**src/rtl/amd_pkg.sv**
```systemverilog
package amd_pkg;
  typedef enum logic {
    MODE_PCM = 1'b0,
    MODE_DSD = 1'b1
  } amd_mode_e;
endpackage

```
**src/rtl/amd_wck_sync.sv**
```systemverilog
module amd_wck_sync (
  input  logic clk,
  input  logic rst,
  input  logic async_in,
  output logic edge_any,
  output logic edge_rise
);
  logic [2:0] pipe_q;

  always_ff @(posedge clk) begin
    if (rst) pipe_q <= '0;
    else     pipe_q <= {pipe_q[1:0], async_in};
  end

  // pipe_q[1] is the synchronized level, pipe_q[2] its previous value
  assign edge_any  = pipe_q[1] ^ pipe_q[2];
  assign edge_rise = pipe_q[1] & ~pipe_q[2];
endmodule

```
**src/rtl/amd_run_counter.sv**
```systemverilog
module amd_run_counter #(
  parameter int LIMIT = 256,
  localparam int W    = $clog2(LIMIT + 1)
) (
  input  logic         clk,
  input  logic         rst,
  input  logic         clr,
  output logic [W-1:0] cnt
);
  localparam logic [W-1:0] LIM = W'(LIMIT);

  always_ff @(posedge clk) begin
    if (rst || clr)     cnt <= '0;
    else if (cnt != LIM) cnt <= cnt + 1'b1;
  end
endmodule

```
**src/rtl/amd_mode_fsm.sv**
```systemverilog
module amd_mode_fsm
  import amd_pkg::*;
#(
  parameter int PCM_EDGES = 2,
  parameter int RST_LEN   = 256,
  localparam int EW       = $clog2(PCM_EDGES + 1),
  localparam int RW       = $clog2(RST_LEN + 1)
) (
  input  logic clk,
  input  logic rst,
  input  logic pwr_on,
  input  logic det_en,
  input  logic silent,
  input  logic idle_full,
  input  logic wck_rise,
  output logic mode_dsd,
  output logic mode_chg,
  output logic int_rst
);
  localparam logic [EW-1:0] EDGE_LIM = EW'(PCM_EDGES);
  localparam logic [RW-1:0] RST_LAST = RW'(RST_LEN - 1);

  amd_mode_e   mode_q;
  logic [EW-1:0] rise_cnt;
  logic [RW-1:0] rst_left;
  logic        to_dsd, to_pcm, flip;

  always_comb begin
    to_dsd = det_en && (mode_q == MODE_PCM) && silent && idle_full;
    to_pcm = det_en && (mode_q == MODE_DSD) && silent && (rise_cnt == EDGE_LIM);
    flip   = to_dsd || to_pcm;
  end

  always_ff @(posedge clk) begin
    if (rst || !pwr_on) begin
      mode_q   <= MODE_PCM;
      mode_chg <= 1'b0;
      rise_cnt <= '0;
      rst_left <= RST_LAST;
      int_rst  <= 1'b1;
    end else begin
      mode_chg <= flip;
      if (flip) mode_q <= (mode_q == MODE_PCM) ? MODE_DSD : MODE_PCM;

      if (mode_q == MODE_PCM || flip)          rise_cnt <= '0;
      else if (wck_rise && rise_cnt != EDGE_LIM) rise_cnt <= rise_cnt + 1'b1;

      if (flip) begin
        rst_left <= RST_LAST;
        int_rst  <= 1'b1;
      end else if (rst_left != '0) begin
        rst_left <= rst_left - 1'b1;
        int_rst  <= 1'b1;
      end else begin
        int_rst  <= 1'b0;
      end
    end
  end

  assign mode_dsd = (mode_q == MODE_DSD);
endmodule

```
**src/rtl/auto_mode_det.sv**
```systemverilog
module auto_mode_det #(
  parameter int ZERO_BASE = 1024,
  parameter int DSD_IDLE  = 256,
  parameter int PCM_EDGES = 2,
  parameter int WORD_BCK  = 64,
  localparam int ZMAX     = ZERO_BASE * 8,
  localparam int ZW       = $clog2(ZMAX + 1),
  localparam int IW       = $clog2(DSD_IDLE + 1),
  localparam int RST_LEN  = 4 * WORD_BCK
) (
  input  logic       bck,
  input  logic       rst,
  input  logic       det_en,
  input  logic       pwr_on,
  input  logic       wck,
  input  logic [1:0] zero_sel,
  input  logic       dat_l,
  input  logic       dat_r,
  output logic       mode_dsd,
  output logic       mode_chg,
  output logic       int_rst
);
  logic          wck_edge, wck_rise;
  logic [IW-1:0] idle_cnt;
  logic [ZW-1:0] zero_cnt;
  logic [ZW-1:0] win;
  logic          silent, idle_full;

  amd_wck_sync u_sync (
    .clk       (bck),
    .rst       (rst),
    .async_in  (wck),
    .edge_any  (wck_edge),
    .edge_rise (wck_rise)
  );

  amd_run_counter #(.LIMIT(DSD_IDLE)) u_idle (
    .clk (bck),
    .rst (rst),
    .clr (wck_edge || !pwr_on),
    .cnt (idle_cnt)
  );

  amd_run_counter #(.LIMIT(ZMAX)) u_zero (
    .clk (bck),
    .rst (rst),
    .clr (dat_l || dat_r || !pwr_on),
    .cnt (zero_cnt)
  );

  always_comb begin
    win       = ZW'(ZERO_BASE) << zero_sel;
    silent    = (zero_cnt >= win);
    idle_full = (idle_cnt == IW'(DSD_IDLE));
  end

  amd_mode_fsm #(.PCM_EDGES(PCM_EDGES), .RST_LEN(RST_LEN)) u_fsm (
    .clk       (bck),
    .rst       (rst),
    .pwr_on    (pwr_on),
    .det_en    (det_en),
    .silent    (silent),
    .idle_full (idle_full),
    .wck_rise  (wck_rise),
    .mode_dsd  (mode_dsd),
    .mode_chg  (mode_chg),
    .int_rst   (int_rst)
  );
endmodule

```
**config.mk**
```make
export PLATFORM = sky130hd
export DESIGN_NAME = auto_mode_det
export DESIGN_NICKNAME = d
export VERILOG_FILES = /design/src/rtl/amd_pkg.sv /design/src/rtl/amd_wck_sync.sv /design/src/rtl/amd_run_counter.sv /design/src/rtl/amd_mode_fsm.sv /design/src/rtl/auto_mode_det.sv
export SDC_FILE = /design/constraint.sdc
export NUM_CORES = 1
export LEC_CHECK = 0
export ABC_CLOCK_PERIOD_IN_PS = 2100
export BUFFER_PORTS_ARGS = -buffer_cell sky130_fd_sc_hd__buf_4
export CAP_MARGIN = 20
export CORE_MARGIN = 2
export CORE_UTILIZATION = 40
export CTS_BUF_LIST = sky130_fd_sc_hd__clkbuf_4
export DETAILED_ROUTE_END_ITERATION = 12
export GPL_ROUTABILITY_DRIVEN = 0
export HOLD_SLACK_MARGIN = 0.15
export PLACE_DENSITY = 0.64
export SLEW_MARGIN = 0
export SYNTH_ARGS = -nofsm -noshare
export SYNTH_HDL_FRONTEND = slang
export SYNTH_SLANG_ARGS = --single-unit
```
**constraint.sdc**
```tcl
create_clock -name bck -period 2.1 [get_ports bck]
set_input_delay 0 -clock bck [delete_from_list [all_inputs] [get_ports bck]]
set_output_delay 0 -clock bck [all_outputs]
set_load 0.05 [all_outputs]
```
==> impl_results.md <==
* Post-CTS resize count at 0
* WP buf/inv at 1
* Mapped cell area at approximately 1900 um^2
* Leakage power at around 0.75 nW
* Register area at between 800 and 900 um^2
* Largest net degree at the start of global routing at 15
* Fin. Hold Viols at 0
* Period Utilization, post-route at around 92%
* Clock share of power at 31.0%
* CTS Root Cell: clkbuf_4
* CTS buffer count at 5
* Die area at 5325 um^2
* Global-route wire length before repair at approximately 6000 um
* Unrepaired setup endpoints after global routing: no
* H-tree depth at 2
* Status: finished, final reports clean
* Psw at 0.0002865 W
* Final wirelength at 3337 um
* Via Count at around 1.5k
* Sequential share of power at a little under two thirds
* I/O Pins at 12
* CTS max path bufs at 2
* Num rows at 25
* Max cap viols at 0
* Top-count cell post-synth: dfxtp_1
* Die height at 72.98 um
* Fraction of registers with async set/reset at 0%
* First-pass detailed-route iteration total at 4
* Total Nets Final at 247
* Slew @ Worst Pin at between 0.4 and 0.5 ns
* Max Fanout on Critical Path at 7
* Die W at between 70 and 80 um
* Most common flop cell mapped by yosys: dfxtp_1
* Post-synth top cells: dfxtp_1 (40), nor2_1 (16), nand2_1 (12)
* Fillers at roughly 460
* 1st-iter DRT viols at 44
* Netlist cell types at 40
* Crit path max-delay cell type: or3b_2
* Internal power at ~0.00092 W
* R2r setup slk at approximately 0.16 ns
* # diodes at 0
* Fin cells at roughly 280
* Drt drc at 0
* Synth top area cells: dfxtp_1 (42%), ha_1 (7.2%), xor2_1 (4.1%)
* Final setup violation count at 0
* Hpwl dp at between 2000 and 2500 um
* Worst Hold End: u_zero.cnt[2]
* Hold Path Depth at 3
* IO Port Bufs at 11
* Mean area per synthesized cell at a little over 9 um^2
* Setup Buffers After CTS at 0
* Hold Crit Start: dat_l
* Final min period at approximately 1.9 ns
* GRT Overall Usage at around 14%
* Yosys top cell area share at approximately 42%
* Crit path max-delay family: simple AND/OR/NAND/NOR gates
* Required time of the critical path at approximately 2.4 ns
* Clock Latency Late Sink at between 0.3 and 0.4 ns
* Setup_tns at 0 ns
* Syn_nets at ~230
* Class of the worst hold path: in2reg
* Post-DR wirelength/cell at between 10 and 15 um
* RR Startpoint: u_fsm.rst_left[0]
* CP max stage delay at around 0.55 ns
* Multi-input gate area in the final layout at approximately 1100 um^2
* Power density over cell area at about 570 nW/um^2
* Vias per cell at 5.294
* Worst-path cell chain: inv_1 -> ha_1 -> or3b_2 -> nor4_4 -> mux2_2 -> nand2_1
* Gate Count Post-Synth at around 210
* CORE AREA at 4661 um^2
* VDD IR max at about 0.00023 V
* Critical path launch point type: flop
* CTS sink cnt at 40
* Synth-to-layout area growth at 12.03%
* Seq/Total Area, Yosys at about 42%
* FF-to-FF End: u_fsm.rst_left[1]
* Clock-pin transition on the worst setup and hold timing paths at approximately 0.12 ns
* F_max at about 0.5 GHz
* Layout cells sized above 1 at between 10 and 15%
* Initial antenna violation count at 0
* Switch share at approximately a quarter
* Synth Warn # at 0
* Gr ovfl total at 0
* CTS tree: yes
* Placed cell count at 270
* Starting Density at between 40% and 50%
* Routed Antenna Nets at 0
* Slew HR at between 60% and 70%
* Vias in the first global route at 1,402
* Max Slew Vio Count at 0
* Critical Path End Type: flop
* Synth area leader: dfxtp_1
* Kind of critical path: reg2reg
* Combinational cell fraction of total power at 5.2%
* Worst r2r path cells at 6
* EDFF count, synth at 0
* Worst EP arrival at between 2 and 2.5 ns
* Hold Buf Count CTS at 4
* Fin Clk Skew at roughly 0.011 ns
* Yosys reg bits at 40
-- sequential cells by signal (all words and copies together), names as in the netlist --
name and count:
u_fsm.rise_cnt 2, u_sync.pipe_q 3, u_zero.cnt 14, u_fsm.rst_left 9, u_fsm.int_rst 1, u_fsm.mode_chg 1, u_fsm.mode_dsd 1, u_idle.cnt 9
-- through the flow --
stage	util [%]	hold WS (ns)	total power [W]	instance area (um^2)	setup slack [ns]
after CTS	45.75	0.2107	0.001227	2132	0.1495
after global placement	43.79	0.2128	0.0008422	2041	0.2096
after floorplan	-	0.07161	0.0008197	1903	0.2563
after global routing	45.75	0.2566	0.001272	2132	0.01658
final	45.75	0.2249	0.001207	2132	0.1592
after detailed placement	43.79	0.2161	0.0008439	2041	0.1782
-- final cells by class --
class | instances | area share [%]
inverter | 8 | 1.408
multi-input combinational | 157 | 49.71
clock inverter | 3 | 0.6455
sequential | 40 | 37.56
tap | 54 | 3.169
clock buffer | 5 | 1.761
timing repair buffer | 15 | 5.751
-- power groups by stage --
stage	clock network (W)	logic, W	registers (W)
global route	0.000430	0.0000709	0.000771
detailed placement	0	0.0000571	0.000787
CTS	0.000394	0.0000631	0.000770
global placement	0	0.0000556	0.000787
finish	0.000374	0.0000631	0.000769
floorplan	0	0.0000339	0.000786
-- how the worst max path moves through the flow --
| stage | startpoint | to | cells after the start |
|---|---|---|---|
| final | u_fsm.rst_left[0] | u_fsm.rst_left[1] | 6 |
| after global routing | u_fsm.rst_left[0] | u_fsm.rst_left[1] | 6 |
| after CTS | u_fsm.rst_left[0] | u_fsm.rst_left[1] | 6 |
| after detailed placement | u_fsm.rst_left[0] | u_fsm.rst_left[1] | 6 |
| after global placement | u_fsm.rst_left[0] | u_fsm.rst_left[1] | 6 |
| after floorplan | u_fsm.rst_left[0] | u_fsm.rst_left[1] | 7 |
-- worst reg2reg max path: cells and delay by family, from the launching register on --
kind | cells | cell delay [ns]
mux | 1 | 0.38
flops | 1 | 0.33
simple gates | 3 | 0.91
fa+ha+maj | 1 | 0.19
buf+inv | 1 | 0.09
-- placed cells by master (no fill, tap or decap), types with 3 or more instances in the layout --
cell type      count
clkbuf_4           5
nor3_1             5
o31ai_1            3
inv_1              8
dfxtp_1           40
or3_1             10
nand4_1            6
and3_1             3
xor2_1             9
nor2b_1            4
nand2b_1           8
nand3_1           11
nor2_1            16
ha_1              11
o211ai_1           3
buf_4             11
dlygate4sd3_1      4
or4_1              3
nor3b_1            4
xnor2_1            5
a21oi_1           11
nand2_1           12
o21ai_0           11
-- per-layer routing --
layer | vias to the layer above | GRT usage, % | routed length, um
met2 | 22 | 21.52 | 1413
met4 | 0 | 6.584 | 44
met1 | 683 | 19.16 | 1778
met5 | - | 0 | 0
li1 | 785 | - | -
met3 | 3 | 4.282 | 101
-- kinds of logic after synthesis --
logic type | Yosys count | share of synthesized area [%]
buffers and inverters | 11 | 2.235
AND/OR/NAND/NOR | 97 | 29.98
AO/OA/AOI/OAI | 32 | 10.39
adder cells (fa/ha/maj) | 11 | 7.232
multiplexers | 3 | 1.644
XOR/XNOR | 14 | 6.443
flip-flops | 40 | 42.08
Power figures use the tool's default switching activity.
